$ cat src/rtl/prbs_chk_pkg.sv
package prbs_chk_pkg;

  localparam int WORD_W = 40;
  localparam int CNT_W  = $clog2(WORD_W + 1);

  typedef enum logic [1:0] {
    PAT_P7   = 2'd0,
    PAT_P23  = 2'd1,
    PAT_P31  = 2'd2,
    PAT_P31X = 2'd3
  } pat_sel_e;

  function automatic int pat_len(input pat_sel_e s);
    case (s)
      PAT_P7:  return 7;
      PAT_P23: return 23;
      default: return 31;
    endcase
  endfunction

  function automatic int pat_tap(input pat_sel_e s);
    case (s)
      PAT_P7:  return 6;
      PAT_P23: return 18;
      default: return 28;
    endcase
  endfunction

  // Continue the serial recurrence for one whole word past cur.
  function automatic logic [WORD_W-1:0] prbs_advance(input logic [WORD_W-1:0] cur,
                                                     input pat_sel_e s);
    logic [2*WORD_W-1:0] ext;
    int n;
    int t;
    n   = pat_len(s);
    t   = pat_tap(s);
    ext = {{WORD_W{1'b0}}, cur};
    for (int i = WORD_W; i < 2*WORD_W; i++) begin
      ext[i] = ext[i-n] ^ ext[i-t];
    end
    return ext[2*WORD_W-1:WORD_W];
  endfunction

  function automatic logic [CNT_W-1:0] bit_count(input logic [WORD_W-1:0] v);
    logic [CNT_W-1:0] c;
    c = '0;
    for (int i = 0; i < WORD_W; i++) begin
      c = c + {{(CNT_W-1){1'b0}}, v[i]};
    end
    return c;
  endfunction

endpackage

$ cat src/rtl/err_logger.sv
module err_logger
  import prbs_chk_pkg::*;
#(
  parameter int TS_W = 32
) (
  input  logic             clk,
  input  logic             rst_n,
  input  logic [CNT_W-1:0] word_bits,
  input  logic             locked,
  input  logic             fifo_full,
  output logic             log_wr,
  output logic [CNT_W-1:0] log_cnt,
  output logic [TS_W-1:0]  log_time,
  output logic             overflow
);

  logic [TS_W-1:0] stamp;
  logic            hit;

  assign hit = locked && (word_bits != '0);

  always_ff @(posedge clk) begin
    if (!rst_n) begin
      stamp    <= '0;
      log_wr   <= 1'b0;
      log_cnt  <= '0;
      log_time <= '0;
      overflow <= 1'b0;
    end else begin
      stamp  <= stamp + 1'b1;
      log_wr <= hit && !fifo_full;
      if (hit && !fifo_full) begin
        log_cnt  <= word_bits;
        log_time <= stamp;
      end
      if (hit && fifo_full) begin
        overflow <= 1'b1;
      end
    end
  end

endmodule

$ cat config.mk
export PLATFORM = sky130hd
export DESIGN_NAME = err_logger
export DESIGN_NICKNAME = d
export VERILOG_FILES = /design/src/rtl/prbs_chk_pkg.sv /design/src/rtl/err_logger.sv
export SDC_FILE = /design/constraint.sdc
export NUM_CORES = 1
export LEC_CHECK = 0
export CORE_MARGIN = 2
export CORE_UTILIZATION = 50
export DETAILED_ROUTE_END_ITERATION = 8
export HOLD_SLACK_MARGIN = 0.12
export PLACE_DENSITY_LB_ADDON = 0.3
export SLEW_MARGIN = 10
export SYNTH_ARGS = -nofsm -noshare
export SYNTH_HDL_FRONTEND = slang
export SYNTH_SLANG_ARGS = --single-unit
$ cat constraint.sdc
create_clock -name clk -period 6.2 [get_ports clk]
set_input_delay 0.93 -clock clk [delete_from_list [all_inputs] [get_ports clk]]
set_output_delay 0.93 -clock clk [all_outputs]
set_load 0.01 [all_outputs]
==> impl_summary.log, run 1 <==
[metrics] status: finished clean
[metrics] HPWL Detailed: between 3000 and 4000 um
[metrics] remaining antenna violation count: 0
[metrics] sequential-to-total area share from yosys stat: 0.505
[metrics] required arrival time at the worst endpoint: ~6.5 ns
[metrics] pin count of the biggest net entering global routing: between 60 and 70
[metrics] vertical die dimension: 79.6 um
[metrics] Final setup viols: 0
[metrics] Diodes inserted: 0
[metrics] dominant synthesized flop cell: dfxtp_1
[metrics] CTS HTree Levels: 3
[metrics] CTS Buf Count: 9
[metrics] path type of the worst min-delay path: reg -> reg
[metrics] post-CTS sizing: 0
[metrics] share of flip-flops with an asynchronous set or reset after synthesis: 0
[metrics] average size of a mapped cell: 8.23 sq um
[metrics] yosys synthesis warning count: 0
[metrics] power density over the cells: between 200 and 300 nW/um^2
[metrics] Max Clock Skew: roughly 0.0051 ns
[metrics] I/O pins: 50
[metrics] wire length of the first global-routing pass: around 9900 um
[metrics] critical path class: in -> reg
[metrics] effective utilization at floorplan: 0.519
[metrics] final sum of negative setup slack: 0 ns
[metrics] RR Endpoint: stamp[28]
[metrics] final hold vios: 0
[metrics] Synth Register Bits: 72
[metrics] cell type of the slowest stage on the worst timing path: a21bo_2
[metrics] die boundary width: between 70 and 80 um
[metrics] die area: about 6300 sq um
[metrics] number of setup buffers added after CTS: 0
[metrics] largest fanout on the critical path: 39
[metrics] multi-input combinational cell area: between 1000 and 1500 sq um
[metrics] Max-slew headroom: 0.273
[metrics] Worst Setup End Kind: flip-flop
[metrics] first drt pass iteration count: 4
[metrics] cell at the root of the clock tree: clkbuf_8
[metrics] synthesized instance count: 347
[metrics] worst hold endpoint: log_cnt[2]
[metrics] cells on worst reg2reg path: 5
[metrics] number of global-route vias before repair: around 2,200
[metrics] drt via density: approximately 5.5
[metrics] clock buffer depth: 2
[metrics] Worst Path Arrival: approximately 2.9 ns
[metrics] actual slew at the worst max-slew pin: 1.09 ns
[metrics] final net count: just under 400
[metrics] cell depth of the worst hold path: 2
[metrics] switching part of the total power: 0.206
[metrics] sequential group share of total power: 0.504
[metrics] fill cell total of the finished layout: 490
[metrics] placer's final routability congestion estimate: ~0.8
[metrics] source of the worst hold timing path: log_cnt[2]
[metrics] CTS tree: yes
[metrics] Initial DRC Count: between 150 and 200
[metrics] Overall Power: 935 uW
[metrics] max-cap check violation count: 0
[metrics] commonest cells after routing, fill and taps aside: nand2_1 (84), dfxtp_1 (72), a21oi_1 (52)
[metrics] Crit Reg-Reg Startpoint: stamp[0]
[metrics] core region area: approximately 5500 sq um
[metrics] register area: 1440 sq um
[metrics] share of post-route cells with drive strength above 1: 0.0510
[metrics] overall track demand over capacity in global routing: 0.197
[metrics] clock power share: 0.455
[metrics] clock slew at the register clock pins of the worst setup and hold paths: approximately 0.070 ns
[metrics] Area growth, synth to finish: 26.0%
[metrics] aggregate global routing overflow: 0
[metrics] Comb power frac: 0.041
[metrics] Mapped Area: 2860 sq um
[metrics] Final Max Tran Viols: 0
[metrics] hold buffer count at CTS: 0
[metrics] number of flops mapped to enable cells by yosys: 0
[metrics] synthesized net count: between 300 and 400
[metrics] number of placement rows: 27
[metrics] Routed Wire Length: 5780 um
[metrics] switching power total: between 150 and 200 uW
[metrics] number of antenna violations at the first check in global routing: 0
[metrics] RSZ-0062 raised after global routing: no
[metrics] critical path startpoint category: primary input
[metrics] number of design rule violations left after detail routing: 0
[metrics] delay of the slowest critical-path stage: around 0.7 ns
[metrics] crit path cell chain: clkdlybuf4s50_1 > nor4_1 > a21bo_2 > nand2_1 > a21oi_1
[metrics] final worst-path cycle share: 0.423
[metrics] unique cell type count in the Yosys netlist: 32
[metrics] worst hold slack across all endpoints: around 0.45 ns
[metrics] maximum clock frequency: around 0.38 GHz
[metrics] via count of the routed design: ~2,500
[metrics] worst reg-to-reg setup slack: 3.93 ns
[metrics] clock latency at the later pin of the worst-skew pair: ~0.34 ns
[metrics] Peak supply drop: around 0.17 mV
[metrics] number of input and output port buffers inserted: between 40 and 50
[metrics] Min Clock Period, post-route: around 2.6 ns
[metrics] most common cell after layout, fill and taps aside: nand2_1
[metrics] standby leakage power: 0.00113 uW
[metrics] post-detailed-route wirelength per cell: around 12 um
[metrics] internal power component: about 740 uW
[metrics] sinks on the clock net: just over 70
cells in the mapped netlist, types with 3 or more instances:
| library cell | count | share of area |
|---|---|---|
| a21oi_1 | 52 | 0.091 |
| and4_1 | 3 | 0.0092 |
| buf_2 | 3 | 0.0053 |
| clkbuf_1 | 17 | 0.022 |
| dfxtp_1 | 72 | 0.50 |
| inv_1 | 5 | 0.0066 |
| nand2_1 | 84 | 0.11 |
| nand2b_1 | 4 | 0.0088 |
| nand3_1 | 8 | 0.014 |
| nand4_1 | 12 | 0.026 |
| nor2_1 | 16 | 0.021 |
| nor3_1 | 4 | 0.0070 |
| o21ai_0 | 9 | 0.016 |
| o311ai_0 | 4 | 0.012 |
| o31ai_1 | 7 | 0.018 |
| o41ai_1 | 4 | 0.012 |
| or3_1 | 9 | 0.020 |
| or4_1 | 10 | 0.026 |
| xnor2_1 | 6 | 0.018 |
| xor2_1 | 4 | 0.012 |
cell type report:
type                       instances  area share
inverter                           5     0.00522
timing repair buffer              50       0.138
tap                               72      0.0250
clock buffer                      14      0.0480
clock inverter                     2      0.0167
multi-input combinational        249       0.366
sequential                        72       0.401
kinds of logic (layout without fill, tap and decap cells):
family	after synthesis	after routing	synth area share
simple gates	157	157	0.261
compound gates	81	81	0.163
flops	72	72	0.505
buf+inv	26	71	0.0355
xor+xnor	10	10	0.0307
fa+ha+maj	1	1	0.00438
through the flow:
| step | instances | worst slack, ns | instance area, sq um | utilization |
|---|---|---|---|---|
| 3_5_place_dp | 448 | 3.20 | 3370 | 0.611 |
| 4_1_cts | 464 | 3.56 | 3600 | 0.653 |
| 2_1_floorplan | 347 | 3.86 | 2860 | - |
| 3_3_place_gp | 448 | 3.30 | 3370 | 0.611 |
| 6_report | 464 | 3.58 | 3600 | 0.653 |
| 5_1_grt | 464 | 3.36 | 3600 | 0.653 |
power by group through the flow:
| stage | Sequential [uW] | Clock [uW] | Combinational, uW |
|---|---|---|---|
| 2_1_floorplan | 482 | 0 | 21.2 |
| 3_3_place_gp | 482 | 0 | 37.9 |
| 3_5_place_dp | 482 | 0 | 38.4 |
| 4_1_cts | 471 | 432 | 38.5 |
| 5_1_grt | 472 | 455 | 42.4 |
| 6_report | 471 | 426 | 38.2 |
critical path: cells and delay by family:
| kind | cells | cell delay [ns] |
|---|---|---|
| AO/OA/AOI/OAI | 2 | 0.89 |
| AND/OR/NAND/NOR | 2 | 0.64 |
| buffers and inverters | 1 | 0.42 |
registers in the layout, indices dropped and copies added (netlist names):
name / count
log_time: 32
stamp: 32
log_cnt: 6
log_wr: 1
overflow: 1
worst max path at each step:
| stage | depth (start not counted) | to | slack (ns) | from |
|---|---|---|---|---|
| after floorplan | 6 | log_time[10] | 3.86 | word_bits[5] |
| after global placement | 5 | log_time[13] | 3.30 | word_bits[5] |
| after detailed placement | 5 | log_time[17] | 3.20 | word_bits[5] |
| after CTS | 5 | log_time[17] | 3.56 | word_bits[5] |
| after global routing | 5 | log_time[29] | 3.36 | word_bits[5] |
| final | 5 | log_time[29] | 3.58 | word_bits[5] |
routing by layer:
| metal | up-vias | wire [um] | global-route usage | part of all wire |
|---|---|---|---|---|
| li1 | 1304 | - | - | - |
| met1 | 1160 | 2910 | 0.267 | 0.50 |
| met2 | 56 | 2530 | 0.298 | 0.44 |
| met3 | 9 | 260 | 0.0532 | 0.045 |
| met4 | 0 | 91 | 0.0810 | 0.016 |
| met5 | - | 0 | 0 | 0 |
No activity file was read; power rests on OpenSTA's default activity.
==> run 2: changes to the inputs <==
CORE_UTILIZATION = 47   (was 50)
clock period = 2.2 ns   (was 6.2 ns; I/O delays follow)
==> impl_summary.log, run 2 (synthesized netlist as in run 1, its figures left out) <==
[metrics] registers with the most flip-flops: log_time: 32 flops, stamp: 32 flops, log_cnt: 6 flops
[metrics] placer's final routability congestion estimate: 0.859 (+9.0%)
[metrics] Max-slew headroom: 0.714 (+0.440)
[metrics] Final setup viols: 0 (unchanged)
[metrics] hold buffer count at CTS: 0 (unchanged)
[metrics] critical path startpoint category: flip-flop
[metrics] overall track demand over capacity in global routing: 0.194 (-0.00286)
[metrics] I/O pins: 50 (unchanged)
[metrics] min setup slack post-route: 0.124 ns (-3.45 ns)
[metrics] multi-input combinational cell area: 1320 sq um (+0.29%)
[metrics] RSZ-0062 raised after global routing: no
[metrics] Initial DRC Count: 146 (-15%)
[metrics] Overall Power: 2460 uW (+160%)
[metrics] critical path class: reg -> reg
[metrics] core region area: 5890 sq um (+6.9%)
[metrics] end-of-flow core utilization: 0.621 (-0.0325)
[metrics] Max Clock Skew: 0.0111 ns (+0.00601 ns)
[metrics] status: finished clean
[metrics] power density over the cells: 673 nW/um^2 (+160%)
[metrics] number of global-route vias before repair: 2,267 (+2.8%)
[metrics] die boundary width: 82.0 um (+3.0%)
[metrics] standby leakage power: 0.00118 uW (+3.8%)
[metrics] max-cap check violation count: 0 (unchanged)
[metrics] clock buffer depth: 2 (unchanged)
[metrics] Area growth, synth to finish: 27.9%
[metrics] commonest cells after routing, fill and taps aside: nand2_1 (84), dfxtp_1 (72), a21oi_1 (52)
[metrics] final worst-path cycle share: 0.944
[metrics] maximum clock frequency: 0.482 GHz
[metrics] Peak supply drop: 0.480 mV (+180%)
[metrics] number of antenna violations at the first check in global routing: 0 (unchanged)
[metrics] fill cell total of the finished layout: 526 (+7.3%)
[metrics] HPWL Detailed: 4050 um (+8.6%)
[metrics] cell at the root of the clock tree: clkbuf_8
[metrics] CTS Buf Count: 9 (unchanged)
[metrics] required arrival time at the worst endpoint: 2.48 ns (-3.98 ns)
[metrics] wire length of the first global-routing pass: 10,100 um (+1.5%)
[metrics] number of design rule violations left after detail routing: 0 (unchanged)
[metrics] clock slew at the register clock pins of the worst setup and hold paths: 0.07 ns (about the same)
[metrics] delay of the slowest critical-path stage: 0.61 ns (-0.10 ns)
[metrics] share of post-route cells with drive strength above 1: 0.0796 (+0.0286)
[metrics] register area: 1440 sq um (unchanged)
[metrics] final net count: 409 (+2.8%)
[metrics] worst reg-to-reg setup slack: 0.12 ns (-3.81 ns)
[metrics] number of input and output port buffers inserted: 49 (unchanged)
[metrics] path type of the worst min-delay path: reg -> reg
[metrics] drt via density: 5.42 (-0.49%)
[metrics] crit path cell chain: ha_1 > nand4_2 > or4_4 > or4_1 > a21oi_1
[metrics] Worst Path Arrival: 2.35 ns (-0.53 ns)
[metrics] pre-CTS setup slack: 0.0746 ns (-3.12 ns)
[metrics] Routed Wire Length: 6080 um (+5.2%)
[metrics] cell type of the slowest stage on the worst timing path: or4_4
[metrics] number of placement rows: 28 (+3.7%)
[metrics] largest fanout on the critical path: 8 (-79%)
[metrics] Diodes inserted: 0 (unchanged)
[metrics] first drt pass iteration count: 4 (unchanged)
[metrics] vertical die dimension: 82.0 um (+3.0%)
[metrics] via count of the routed design: 2,587 (+2.3%)
[metrics] actual slew at the worst max-slew pin: 0.428 ns (-0.660 ns)
[metrics] final sum of negative setup slack: 0 ns (unchanged)
[metrics] remaining antenna violation count: 0 (unchanged)
[metrics] aggregate global routing overflow: 0 (unchanged)
[metrics] die area: 6720 sq um (+6.1%)
[metrics] Min Clock Period, post-route: just over 2 ns
[metrics] Worst Setup End Kind: flip-flop
[metrics] sinks on the clock net: 72 (unchanged)
[metrics] effective utilization at floorplan: 0.485 (-0.0334)
[metrics] pin count of the biggest net entering global routing: 51 (-25%)
[metrics] most common cell after layout, fill and taps aside: nand2_1
[metrics] CTS HTree Levels: 3 (unchanged)
[metrics] post-detailed-route wirelength per cell: 12.8 um (+2.3%)
[metrics] final hold vios: 0 (unchanged)
[metrics] Final Max Tran Viols: 0 (unchanged)
[metrics] CTS tree: yes
[metrics] clock latency at the later pin of the worst-skew pair: 0.35 ns (about the same)
run 2: cell count changes in the layout (fill, tap and decap cells not counted), moves of 2 or more:
cell      delta
clkinv_2     +3
o311ai_1     +2
clkbuf_8     -2
buf_4       +10
o311ai_0     -2
run 2: critical path: cells and delay by family, from the launching register on:
family / cells / cell delay, ns
fa+ha+maj: 1 / 0.22
compound gates: 1 / 0.14
flops: 1 / 0.41
simple gates: 3 / 1.23
run 2: where the power goes:
group | switching (uW) | internal [uW]
Sequential | 10.7 | 1320
Clock | 465 | 543
Combinational | 70.0 | 54.9
Total | 546 | 1910
run 2: area by class of cell:
type                    count  share of cell area
inverters                   5             0.00514
repair buffers             61               0.162
well taps                  75              0.0257
clock inverters             4              0.0123
clock buffers              11              0.0387
flip-flops and latches     72               0.394
multi-input cells         249               0.362
run 2: per-layer routing:
layer	up-vias	global-route usage	wire length, um
li1	1320	-	-
met1	1195	0.243	2920
met2	63	0.309	2770
met3	9	0.0538	285
met4	0	0.0933	106
met5	-	0	0
run 2: final timing paths:
| kind | from | cells after the start | end |
|---|---|---|---|
| max | stamp[1] | 5 | stamp[28] |
| min | log_time[8] | 2 | log_time[8] |
| max reg2reg | stamp[1] | 5 | stamp[28] |
| min reg2reg | log_time[8] | 2 | log_time[8] |
run 2: metrics by stage:
stage / hold slack (ns) / cells / area, sq um
2_1_floorplan: 0.437 / 347 / 2860
3_3_place_gp: 0.442 / 462 / 3460
3_5_place_dp: 0.446 / 462 / 3460
4_1_cts: 0.456 / 477 / 3650
5_1_grt: 0.471 / 477 / 3650
6_report: 0.454 / 477 / 3650
run 2: repair_timing:
| action | in CTS | in global routing |
|---|---|---|
| resized for setup | 0 | 3 |
| endpoints found under the setup margin | 0 | 4 |
| setup buffers | 0 | 0 |
==> run 3: changes to the inputs <==
CORE_MARGIN = unset   (was 2)
==> impl_summary.log, run 3 (synthesized netlist as in run 1, its figures left out) <==
[metrics] RR Endpoint: stamp[28]
[metrics] Final Max Tran Viols: 0 (unchanged)
[metrics] final sum of negative setup slack: 0 ns (unchanged)
[metrics] number of global-route vias before repair: 2,238 (-1.3%)
[metrics] die area: 6390 sq um (-4.8%)
[metrics] first drt pass iteration count: 6 (+2)
[metrics] effective utilization at floorplan: 0.485 (unchanged)
[metrics] drt via density: 5.44 (+0.31%)
[metrics] end-of-flow core utilization: 0.617 (-0.00383)
[metrics] pin count of the biggest net entering global routing: 39 (-24%)
[metrics] cells on worst reg2reg path: 5 (unchanged)
[metrics] number of setup buffers added after CTS: 0 (unchanged)
[metrics] most common cell after layout, fill and taps aside: nand2_1
[metrics] Final setup viols: 0 (unchanged)
[metrics] Crit Reg-Reg Startpoint: stamp[1]
[metrics] maximum clock frequency: 0.488 GHz (+1.3%)
[metrics] share of post-route cells with drive strength above 1: 0.0821 (+0.00249)
[metrics] cell depth of the worst hold path: 2 (unchanged)
[metrics] via count of the routed design: 2,595 (+0.31%)
[metrics] CTS HTree Levels: 3 (unchanged)
[metrics] wire length of the first global-routing pass: 9720 um (-3.4%)
[metrics] Crit. Startpoint: stamp[1]
[metrics] family of cells with the greatest summed delay on the critical path: simple AND/OR/NAND/NOR gates
[metrics] actual slew at the worst max-slew pin: 0.368 ns (-0.0596 ns)
[metrics] Min Clock Period, post-route: 2.05 ns (-0.0271 ns)
[metrics] Overall Power: 2370 uW (-3.7%)
[metrics] placer's final routability congestion estimate: 0.802 (-6.6%)
[metrics] clock buffer depth: 2 (unchanged)
[metrics] cell type of the slowest stage on the worst timing path: or4_4
[metrics] final hold vios: 0 (unchanged)
[metrics] Worst Path Arrival: 2.33 ns (-0.02 ns)
[metrics] worst hold endpoint: log_time[6]
[metrics] final worst-path cycle share: 0.931 (-0.0123)
[metrics] source of the worst hold timing path: log_time[6]
[metrics] core region area: 5890 sq um (unchanged)
[metrics] path type of the worst min-delay path: reg -> reg
[metrics] cell at the root of the clock tree: clkbuf_8
[metrics] power density over the cells: 652 nW/um^2 (-3.1%)
[metrics] critical path startpoint category: flip-flop
[metrics] largest fanout on the critical path: 8 (unchanged)
[metrics] max-cap check violation count: 0 (unchanged)
[metrics] die boundary width: 80.0 um (-2.4%)
[metrics] clock latency at the later pin of the worst-skew pair: 0.34 ns (about the same)
[metrics] min setup slack post-route: 0.151 ns (+0.0271 ns)
[metrics] post-detailed-route wirelength per cell: 12.3 um (-3.7%)
[metrics] vertical die dimension: 80.0 um (-2.4%)
[metrics] Worst Setup End Kind: flip-flop
[metrics] number of placement rows: 28 (unchanged)
[metrics] number of design rule violations left after detail routing: 1 (+1)
[metrics] final net count: 409 (unchanged)
[metrics] hold buffer count at CTS: 0 (unchanged)
[metrics] CTS tree: yes
[metrics] number of cells in the finished layout apart from fillers: 477 (unchanged)
[metrics] status: complete, but fails checks
[metrics] HPWL Detailed: 3980 um (-1.7%)
[metrics] CTS Buf Count: 9 (unchanged)
[metrics] standby leakage power: 0.00116 uW (-1.2%)
[metrics] aggregate global routing overflow: 0 (unchanged)
[metrics] remaining antenna violation count: 0 (unchanged)
[metrics] pre-CTS setup slack: 0.0841 ns (+0.00953 ns)
[metrics] RSZ-0062 raised after global routing: no
[metrics] crit path cell chain: ha_1 > nand4_2 > or4_4 > or4_1 > a21oi_1
[metrics] required arrival time at the worst endpoint: 2.48 ns (about the same)
[metrics] post-CTS sizing: 0 (unchanged)
[metrics] fill cell total of the finished layout: 541 (+2.9%)
[metrics] number of antenna violations at the first check in global routing: 0 (unchanged)
[metrics] Area growth, synth to finish: 27.2%
[metrics] clock slew at the register clock pins of the worst setup and hold paths: 0.07 ns (about the same)
[metrics] critical path class: reg -> reg
[metrics] delay of the slowest critical-path stage: 0.61 ns (about the same)
[metrics] Max Clock Skew: 0.00810 ns (-0.00303 ns)
[metrics] sinks on the clock net: 72 (unchanged)
[metrics] worst reg-to-reg setup slack: 0.15 ns (+0.03 ns)
[metrics] Routed Wire Length: 5860 um (-3.7%)
[metrics] Diodes inserted: 0 (unchanged)
[metrics] commonest cells after routing, fill and taps aside: nand2_1 (84), dfxtp_1 (72), a21oi_1 (52)
[metrics] Initial DRC Count: 120 (-18%)
[metrics] I/O pins: 50 (unchanged)
[metrics] critical path buffer and inverter count: 0 (unchanged)
[metrics] Max-slew headroom: 0.754 (+0.0406)
[metrics] overall track demand over capacity in global routing: 0.197 (+0.00260)
[metrics] placed cells: 462 (unchanged)
[metrics] registers with the most flip-flops: log_time: 32 flops, stamp: 32 flops, log_cnt: 6 flops
[metrics] Peak supply drop: 0.292 mV (-39%)
[metrics] failing checks: design-rule violations
[metrics] number of input and output port buffers inserted: 49 (unchanged)
==> run 3: report_power, final <==
group	leakage [uW]	total, uW	switching (uW)	internal (uW)
registers	0.000582	1330	10.0	1320
clock network	0.0000882	921	460	461
logic	0.000491	122	68.1	53.8
==> run 3: cell type report <==
type / count / area [sq um] / area share
clock buffers: 12 / 155 / 0.0427
flip-flops and latches: 72 / 1440 / 0.397
multi-input cells: 249 / 1330 / 0.365
well taps: 75 / 93.8 / 0.0258
clock inverters: 3 / 17.5 / 0.00482
repair buffers: 61 / 581 / 0.160
inverters: 5 / 18.8 / 0.00517
==> run 3: metal layers <==
layer	wire [um]	vias to the layer above	track usage
met5	0	-	0
met4	86	0	0.111
met3	216	8	0.0503
met2	2710	47	0.309
met1	2840	1215	0.245
li1	-	1325	-
==> run 3: worst max path at each step <==
stage                end  cells after the start  slack (ns)
4_1_cts        stamp[28]                      5        0.06
3_3_place_gp   stamp[28]                      5        0.14
2_1_floorplan  stamp[28]                      6        0.16
5_1_grt        stamp[20]                      6        0.03
3_5_place_dp   stamp[28]                      5        0.08
6_report       stamp[28]                      5        0.15
==> run 3: stage by stage <==
step | instance area, sq um | hold slack (ns)
global route | 3630 | 0.478
floorplan | 2860 | 0.437
detailed placement | 3450 | 0.446
finish | 3630 | 0.454
global placement | 3450 | 0.443
CTS | 3620 | 0.456
==> run 3: worst register-to-register path, stage by stage (launching register included) <==
cell and delay (ns):
dfxtp_1 0.40, ha_1 0.22, nand4_2 0.14, or4_4 0.61, or4_1 0.48, a21oi_1 0.14
